===== config.mk =====
export PLATFORM = sky130hd
export DESIGN_NAME = irq_claim_ctrl
export DESIGN_NICKNAME = d
export VERILOG_FILES = /design/src/rtl/irq_claim_pkg.sv /design/src/rtl/irq_gateway.sv /design/src/rtl/irq_arbiter.sv /design/src/rtl/irq_cfg_regs.sv /design/src/rtl/irq_claim_ctrl.sv
export SDC_FILE = /design/constraint.sdc
export NUM_CORES = 1
export LEC_CHECK = 0
export CAP_MARGIN = 20
export CORE_MARGIN = 3
export CORE_UTILIZATION = 60
export DETAILED_ROUTE_END_ITERATION = 16
export DONT_BUFFER_PORTS = 1
export PLACE_DENSITY = 0.76
export SYNTH_ARGS = -nofsm -noshare
export SYNTH_HDL_FRONTEND = slang
export SYNTH_SLANG_ARGS = --single-unit

===== constraint.sdc =====
create_clock -name clk -period 11.45 [get_ports clk]
set_input_delay 0.5725 -clock clk [delete_from_list [all_inputs] [get_ports clk]]
set_output_delay 0.5725 -clock clk [all_outputs]
set_load 0.1 [all_outputs]

===== src/rtl/irq_claim_pkg.sv =====
package irq_claim_pkg;

  typedef enum logic [1:0] {
    KIND_PRIO  = 2'd0,
    KIND_EN    = 2'd1,
    KIND_MASK  = 2'd2,
    KIND_CLAIM = 2'd3
  } reg_kind_e;

endpackage


===== src/rtl/irq_gateway.sv =====
module irq_gateway (
  input  logic clk,
  input  logic rst,
  input  logic level_i,
  input  logic claim_i,
  input  logic complete_i,
  output logic pend_o,
  output logic lock_o
);

  always_ff @(posedge clk) begin
    if (rst) begin
      pend_o <= 1'b0;
      lock_o <= 1'b0;
    end else begin
      if (claim_i) begin
        pend_o <= 1'b0;
        lock_o <= 1'b1;
      end else begin
        if (level_i && !lock_o && !pend_o) pend_o <= 1'b1;
        if (complete_i) lock_o <= 1'b0;
      end
    end
  end

endmodule


===== src/rtl/irq_arbiter.sv =====
module irq_arbiter #(
  parameter int N_SRC  = 7,
  parameter int PRIO_W = 3,
  localparam int ID_W  = $clog2(N_SRC + 1)
) (
  input  logic [N_SRC-1:0]             elig_i,
  input  logic [N_SRC-1:0][PRIO_W-1:0] prio_i,
  output logic [ID_W-1:0]              win_id_o
);

  logic              found;
  logic [PRIO_W-1:0] best_pri;

  always_comb begin
    found    = 1'b0;
    best_pri = '0;
    win_id_o = '0;
    for (int i = 0; i < N_SRC; i++) begin
      if (elig_i[i] && (!found || prio_i[i] > best_pri)) begin
        found    = 1'b1;
        best_pri = prio_i[i];
        win_id_o = ID_W'(i + 1);
      end
    end
  end

endmodule


===== src/rtl/irq_cfg_regs.sv =====
module irq_cfg_regs #(
  parameter int N_SRC  = 7,
  parameter int N_CTX  = 2,
  parameter int PRIO_W = 3,
  parameter int DATA_W = 32,
  parameter int IDX_W  = 3
) (
  input  logic                            clk,
  input  logic                            rst,
  input  logic                            we_i,
  input  irq_claim_pkg::reg_kind_e        kind_i,
  input  logic [IDX_W-1:0]                idx_i,
  input  logic [DATA_W-1:0]               wdata_i,
  output logic [N_SRC-1:0][PRIO_W-1:0]    prio_o,
  output logic [N_CTX-1:0][N_SRC-1:0]     en_o,
  output logic [N_CTX-1:0][N_SRC-1:0]     mask_o
);
  import irq_claim_pkg::*;

  logic unused_wdata;
  assign unused_wdata = ^wdata_i;

  always_ff @(posedge clk) begin
    if (rst) begin
      prio_o <= '0;
      en_o   <= '0;
      mask_o <= '0;
    end else if (we_i) begin
      for (int i = 0; i < N_SRC; i++) begin
        if (kind_i == KIND_PRIO && int'(idx_i) == i + 1)
          prio_o[i] <= wdata_i[PRIO_W-1:0];
      end
      for (int c = 0; c < N_CTX; c++) begin
        if (int'(idx_i) == c) begin
          if (kind_i == KIND_EN)   en_o[c]   <= wdata_i[N_SRC:1];
          if (kind_i == KIND_MASK) mask_o[c] <= wdata_i[N_SRC:1];
        end
      end
    end
  end

endmodule


===== src/rtl/irq_claim_ctrl.sv =====
module irq_claim_ctrl #(
  parameter int N_SRC  = 7,
  parameter int N_CTX  = 2,
  parameter int PRIO_W = 3,
  parameter int DATA_W = 32,
  localparam int IDX_W  = $clog2((N_SRC + 1 > N_CTX) ? N_SRC + 1 : N_CTX),
  localparam int ADDR_W = IDX_W + 2
) (
  input  logic              clk,
  input  logic              rst,
  input  logic [N_SRC-1:0]  src_level,
  input  logic [ADDR_W-1:0] reg_addr,
  input  logic              reg_we,
  input  logic              reg_re,
  input  logic [DATA_W-1:0] reg_wdata,
  output logic [DATA_W-1:0] reg_rdata,
  output logic [N_CTX-1:0]  irq
);
  import irq_claim_pkg::*;

  localparam int ID_W  = $clog2(N_SRC + 1);
  localparam int CTX_W = (N_CTX > 1) ? $clog2(N_CTX) : 1;

  reg_kind_e                    kind;
  logic [IDX_W-1:0]             idx;
  logic [CTX_W-1:0]             ctx_idx;
  logic                         ctx_ok;
  logic                         claim_rd;
  logic                         cmp_wr;
  logic [N_SRC-1:0][PRIO_W-1:0] prio_w;
  logic [N_CTX-1:0][N_SRC-1:0]  en_w;
  logic [N_CTX-1:0][N_SRC-1:0]  mask_w;
  logic [N_SRC-1:0]             pend_q;
  logic [N_SRC-1:0]             lock_q;
  logic [N_SRC-1:0]             cmp_ok;
  logic [N_CTX-1:0][N_SRC-1:0]  elig;
  logic [N_CTX-1:0][ID_W-1:0]   win_id;
  logic [ID_W-1:0]              sel_win;
  logic [DATA_W-1:0]            rd_val;

  assign kind     = reg_kind_e'(reg_addr[ADDR_W-1 -: 2]);
  assign idx      = reg_addr[IDX_W-1:0];
  assign ctx_idx  = CTX_W'(idx);
  assign ctx_ok   = int'(idx) < N_CTX;
  assign claim_rd = reg_re && !reg_we && kind == KIND_CLAIM && ctx_ok;
  assign cmp_wr   = reg_we && kind == KIND_CLAIM && ctx_ok;
  assign sel_win  = ctx_ok ? win_id[ctx_idx] : '0;

  irq_cfg_regs #(
    .N_SRC(N_SRC), .N_CTX(N_CTX), .PRIO_W(PRIO_W), .DATA_W(DATA_W), .IDX_W(IDX_W)
  ) u_cfg (
    .clk     (clk),
    .rst     (rst),
    .we_i    (reg_we),
    .kind_i  (kind),
    .idx_i   (idx),
    .wdata_i (reg_wdata),
    .prio_o  (prio_w),
    .en_o    (en_w),
    .mask_o  (mask_w)
  );

  for (genvar g = 0; g < N_SRC; g++) begin : g_src
    assign cmp_ok[g] = cmp_wr && reg_wdata == DATA_W'(g + 1) && en_w[ctx_idx][g];

    irq_gateway u_gw (
      .clk        (clk),
      .rst        (rst),
      .level_i    (src_level[g]),
      .claim_i    (claim_rd && sel_win == ID_W'(g + 1)),
      .complete_i (cmp_ok[g]),
      .pend_o     (pend_q[g]),
      .lock_o     (lock_q[g])
    );
  end

  for (genvar c = 0; c < N_CTX; c++) begin : g_ctx
    assign elig[c] = pend_q & en_w[c] & ~mask_w[c];

    irq_arbiter #(.N_SRC(N_SRC), .PRIO_W(PRIO_W)) u_arb (
      .elig_i   (elig[c]),
      .prio_i   (prio_w),
      .win_id_o (win_id[c])
    );

    always_ff @(posedge clk) begin
      if (rst) irq[c] <= 1'b0;
      else     irq[c] <= |(elig[c] & ~lock_q);
    end
  end

  always_comb begin
    rd_val = '0;
    unique case (kind)
      KIND_PRIO: begin
        for (int i = 0; i < N_SRC; i++)
          if (int'(idx) == i + 1) rd_val[PRIO_W-1:0] = prio_w[i];
      end
      KIND_EN:    if (ctx_ok) rd_val[N_SRC:1]  = en_w[ctx_idx];
      KIND_MASK:  if (ctx_ok) rd_val[N_SRC:1]  = mask_w[ctx_idx];
      KIND_CLAIM: if (ctx_ok) rd_val[ID_W-1:0] = sel_win;
      default:    rd_val = '0;
    endcase
  end

  always_ff @(posedge clk) begin
    if (rst)                    reg_rdata <= '0;
    else if (reg_re && !reg_we) reg_rdata <= rd_val;
  end

endmodule


==> results of run 1 <==
-- layer usage --
layer / vias to the layer above / share of wire (%) / global-route usage [%]
li1: 2375 / - / -
met1: 2387 / 41 / 39.6
met2: 290 / 46 / 50.8
met3: 47 / 9.2 / 6.75
met4: 0 / 3.7 / 13.0
met5: - / 0 / 0
-- path summary, 6_finish.rpt --
check	startpoint	end	cells past startpoint
worst max-delay path	g_src[0].u_gw.pend_o$_SDFFE_PP0P_	g_src[0].u_gw.pend_o$_SDFFE_PP0P_	42
worst min-delay path	rst	reg_rdata[7]$_SDFFE_PP0P_	1
worst max register to register	g_src[0].u_gw.pend_o$_SDFFE_PP0P_	g_src[0].u_gw.pend_o$_SDFFE_PP0P_	42
worst min register to register	g_src[2].u_gw.lock_o$_SDFFE_PP0P_	g_src[2].u_gw.lock_o$_SDFFE_PP0P_	2
-- stage by stage --
stage | utilization, % | total power, uW | instance area, um^2
final | 63.6 | 564 | 5600
after global routing | 63.6 | 579 | 5600
after CTS | 63.6 | 565 | 5600
after detailed placement | 61.1 | 334 | 5380
after global placement | 61.1 | 333 | 5380
after floorplan | - | 342 | 5560
-- report_power, final --
| group | leakage [uW] | switching (uW) | total (uW) | internal (uW) |
|---|---|---|---|---|
| logic | 0.00149 | 52.2 | 65.4 | 13.2 |
| registers | 0.000591 | 6.87 | 264 | 257 |
| clock network | 0.000102 | 112 | 235 | 123 |
| total | 0.00218 | 171 | 564 | 393 |
-- sequential cells by signal, summed over array words and instances, names as in the netlist --
name,count
u_cfg.en_o,14
u_cfg.prio_o,21
g_src.u_gw.pend_o,7
irq,2
g_src.u_gw.lock_o,7
reg_rdata,8
u_cfg.mask_o,14
-- cell type report --
type                    count  area (um^2)  share of cell area, %
clock buffers               9          124                   2.21
multi-input cells         533         3690                   65.9
well taps                 108          135                   2.41
clock inverters             6         92.6                   1.65
flip-flops and latches     73         1460                   26.1
inverters                  25         93.8                   1.68
-- kinds of logic (layout without fill, tap and decap cells) --
family,count (synthesis),count (layout)
muxes,64,64
and+or+nand+nor,221,221
buffers and inverters,78,40
other,1,24
AOI/OAI and AO/OA,183,183
DFF,73,73
adders and majority gates,41,41
-- critical path: cells and delay by family (launching register included) --
family | cells | cell delay [ns]
buffers and inverters | 1 | 0.08
DFF | 1 | 0.41
and+or+nand+nor | 11 | 2.27
adders and majority gates | 6 | 1.83
AOI/OAI and AO/OA | 24 | 5.38
-- cell usage in the layout, fill, tap and decap left out, drive strengths merged, types with 6 or more instances in the layout --
cell and n:
a21o 9, mux2i 44, nand3 18, a31oi 13, a21oi 44, o211ai 6
nand3b 20, nand2 38, clkbuf 9, nor4 7, a311oi 9, mux2 20
a22oi 10, nand4 8, o21a 7, conb 24, inv 26, o21ai 30
nand2b 7, nor3 8, dfxtp 73, nor2 88, nor2b 7, ha 41
==> flow_summary.toml, run 1 <==
[outcome]
outcome = "complete, no violations"

[sta]
drv_slew = 0
fin_crit_sh_pct = 88.1
fin_setup_tns_ns = 0
tightest_slew_ns = 1.01
hold_viol_final = 0
relSlewSlack_pct = 32.7
period_needed_ns = 10.09
fin_ws_ns = 1.36
fmaxAchievable_mhz = 99.1
skew_ns = 0.0125
finalSetupViolations = 0
holdWs_ns = 0.258
rsz0062_at_grt = "false"

[die]
io_pins = 82
die-area_um2 = 10300
initial_core_util_pct = 62.1
die_h_um = 101
die_x_um = 101
rows = 34
core_region_area_um2 = 8810

[synthesis]
yosysTopAreaCellShare_pct = 26.7
synth_top_family_by_area = "compound AO/OA/AOI/OAI gates"
netlist_area_um2 = 5470
synth_ff_type = "dfxtp_1"
async_flop_share_pct = 0
synth.most_common_cell = "nor2_1"
synthSimpleGateAreaFrac_pct = 20.3
synth_common_cells = "nor2_1, dfxtp_1, mux2i_1"
ys_types = 69
ys_seq_area_share_pct = 26.7
avgSynthCellArea_um2 = 8.28
synth_seq_cells = 73
synth_warnings = 0
synth_area_leaders = "dfxtp_1, ha_1, mux2i_1"
synth_area_leader_cell = "dfxtp_1"
synth_compound_area_share_pct = 24.0
synth_xor_area_share_pct = 0
synth_fa_ha_area_share_pct = 9.38
synth_cells = 661
synthMuxAreaShare_pct = 12.2
synth-edff-count = 0

[layout]
area.growth.synth_to_final_pct = 2.36
num_antenna_cells = 0
fin_nets = 731
fin_cells = 754
fill_cells = 766
drive_gt1_share_pct = 9.91

[drt]
routed-via-count = 5099
drcViolationCount = 0
first_pass_iters = 6
wl_um = 15900
postRouteAntennaNets = 0
wire_per_inst_um = 21.1
drtIter0Drc = 398
vias_per_cell = 6.76

[clock_tree]
hold_buffers = 0
cts.clk_slew.worst_paths_ns = 0.09
cts_root_buf = "clkbuf_8"
cts_buffers = 9
cts_setup_buffers = 0
clock_path_buffers = 2
h-tree-depth = 3
cts_resized = 0
clk_latency_ns = 0.37
cts_tree = "yes"
cts.sinks = 73

[pwr]
p_leak_uw = 0.00218
irDropWorstVdd_uv = 88.3
p_per_area_nw_per_um2 = 101

[global_route]
grt_overflow = 0
grt_pass1_wl_um = 24900
grt_pass1_vias = 4805
grtUsageTotal_pct = 31.1
grt_max_degree = 72
antenna_found_initial = 0

[critical_path]
cp_common_cell = "ha_1"
cpPeakStageDelay_ns = 0.52
cp_max_fo = 8
crit_required_ns = 11.71
end_kind = "register"
r2r_slack_ns = 1.36
critPathKind = "reg2reg"
worst_setup_path_start_kind = "register"
worst_path_max_delay_cell = "o21ai_1"
crit_arrival_ns = 10.35

[placement]
hpwl_um = 11700
dp_cells = 739
port_buffers = 0
gp_congestion = 1.03
dp_slack_ns = 1.72

[hold_path]
hp-class = "in2reg"

[job]
maxCapViolCount = 0
No activity file was read; power rests on OpenSTA's default activity.
==> run 2: changes to the inputs <==
CORE_ASPECT_RATIO = 1.75   (was not set)
CTS_BUF_LIST = sky130_fd_sc_hd__clkbuf_8   (was not set)
clock period = 13.01 ns   (was 11.45 ns; I/O delays follow)
==> run 2 against run 1 <==
Compared with the run above: final area decreased by 0.45%; clock skew is 0.0028 ns higher; clock-buffer cell count rose by 1.
==> flow_summary.toml, run 2 (synthesis results as in run 1) <==
[outcome]
outcome = "complete, no violations"

[drt]
wire_per_inst_um = 21.4
routed-via-count = 5078
drcViolationCount = 0
first_pass_iters = 7
vias_per_cell = 6.65
drtIter0Drc = 388
postRouteAntennaNets = 0
wl_um = 16400

[critical_path]
crit_required_ns = 13.28
worst_path_max_delay_cell = "o21ai_1"
cp_max_fo = 8
critPathKind = "reg2reg"
worst_setup_path_start_kind = "register"
cpPeakStageDelay_ns = 0.52
r2r_slack_ns = 2.95
r2r_cells = 42
cp_common_cell = "ha_1"
end_kind = "register"
crit_arrival_ns = 10.32

[layout]
area.growth.synth_to_final_pct = 1.90
final_cell_mix = "nor2_1, dfxtp_1, mux2i_1"
largest_reg_flops = 21
top_regs = "u_cfg.prio_o (21), u_cfg.en_o (14), u_cfg.mask_o (14)"
num_antenna_cells = 0
fin_nets = 731
max_flop_register = "u_cfg.prio_o"
drive_gt1_share_pct = 10.0
final_common_cell = "nor2_1"
finalInstanceArea_um2 = 5570

[global_route]
grtUsageTotal_pct = 31.9
grt_max_degree = 72
grt_pass1_vias = 4933
grt_overflow = 0
antenna_found_initial = 0
grt_pass1_wl_um = 25800

[pwr]
clockPowerShare_pct = 37.2
seq_power_share_pct = 50.4
irDropWorstVdd_uv = 114
p_sw_uw = 148
power_uw = 461
p_per_area_nw_per_um2 = 82.7
p_leak_uw = 0.00217
p_int_uw = 313
p_sw_share_pct = 32.2
power_frac_comb_pct = 12.4

[die]
die_h_um = 132
io_pins = 82
initial_core_util_pct = 62.3
core_region_area_um2 = 8780
rows = 45
die_x_um = 78.2
die-area_um2 = 10300

[job]
maxCapViolCount = 0

[sta]
rsz0062_at_grt = "false"
relSlewSlack_pct = 31.7
period_needed_ns = 10.06
drv_slew = 0
finalSetupViolations = 0
hold_viol_final = 0
fmaxAchievable_mhz = 99.4
fin_setup_tns_ns = 0
tightest_slew_ns = 1.02
skew_ns = 0.0153
fin_crit_sh_pct = 77.3

[clock_tree]
cts_tree = "yes"
cts_resized = 0
cts.sinks = 73
hold_buffers = 0
clk_latency_ns = 0.37
h-tree-depth = 3
cts_buffers = 9
cts_root_buf = "clkbuf_8"
cts_setup_buffers = 0
cts.clk_slew.worst_paths_ns = 0.09
clock_path_buffers = 2

[placement]
placed_cell_area_um2 = 5390
gp_congestion = 0.973
hpwl_um = 12500
port_buffers = 0

[hold_path]
worstHoldPathCells = 1
hp-class = "in2reg"
==> run 2: cell types whose count changed in the layout (fill, tap and decap cells not counted), sizes merged <==
| cell | change |
|---|---|
| bufinv | -2 |
| clkinv | +2 |
| clkbuf | +1 |
==> run 2: layout make-up <==
cell class                 instances  area [um^2]
fill                             810         3210
clock buffer                      10          138
tap                              117          146
clock inverter                     6         42.5
multi-input combinational        533         3690
sequential                        73         1460
inverter                          25         93.8
==> run 2: critical path: cells and delay by family (launching register included) <==
| kind | cells | cell delay [ns] |
|---|---|---|
| AOI/OAI and AO/OA | 23 | 5.49 |
| and+or+nand+nor | 12 | 2.17 |
| adders and majority gates | 6 | 1.79 |
| DFF | 1 | 0.42 |
| buffers and inverters | 1 | 0.04 |
==> run 2: path summary, 6_finish.rpt <==
kind                                                         from                           endpoint
worst max-delay path            g_src[0].u_gw.pend_o$_SDFFE_PP0P_  g_src[0].u_gw.pend_o$_SDFFE_PP0P_
worst min-delay path                                          rst      u_cfg.prio_o[19]$_SDFFE_PP0P_
worst max register to register  g_src[0].u_gw.pend_o$_SDFFE_PP0P_  g_src[0].u_gw.pend_o$_SDFFE_PP0P_
worst min register to register  g_src[5].u_gw.lock_o$_SDFFE_PP0P_  g_src[5].u_gw.lock_o$_SDFFE_PP0P_
==> run 2: power groups by stage <==
stage	clock (uW)	combinational (uW)	sequential (uW)
after floorplan	0	64.3	236
after global placement	0	56.1	237
after detailed placement	0	56.6	238
after CTS	172	56.7	232
after global routing	180	60.2	233
final	171	57.2	232
==> run 2: metrics by stage <==
step / setup slack [ns] / util, % / hold slack (ns) / instances
final: 2.95 / 63.5 / 0.347 / 764
after global routing: 2.09 / 63.5 / 0.335 / 764
after CTS: 3.10 / 63.5 / 0.335 / 764
after detailed placement: 3.15 / 61.4 / 0.495 / 748
after global placement: 3.37 / 61.4 / 0.486 / 748
after floorplan: 4.68 / - / 0.459 / 684
==> run 2: per-layer routing <==
metal | share of wire [%] | GRT usage, % | routed length (um) | vias up
met1 | 36 | 34.6 | 5910 | 2407
met2 | 52 | 56.7 | 8540 | 226
met4 | 6.2 | 18.8 | 1020 | 0
met3 | 5.6 | 5.88 | 914 | 74
met5 | 0 | 0 | 0 | -
li1 | - | - | - | 2371
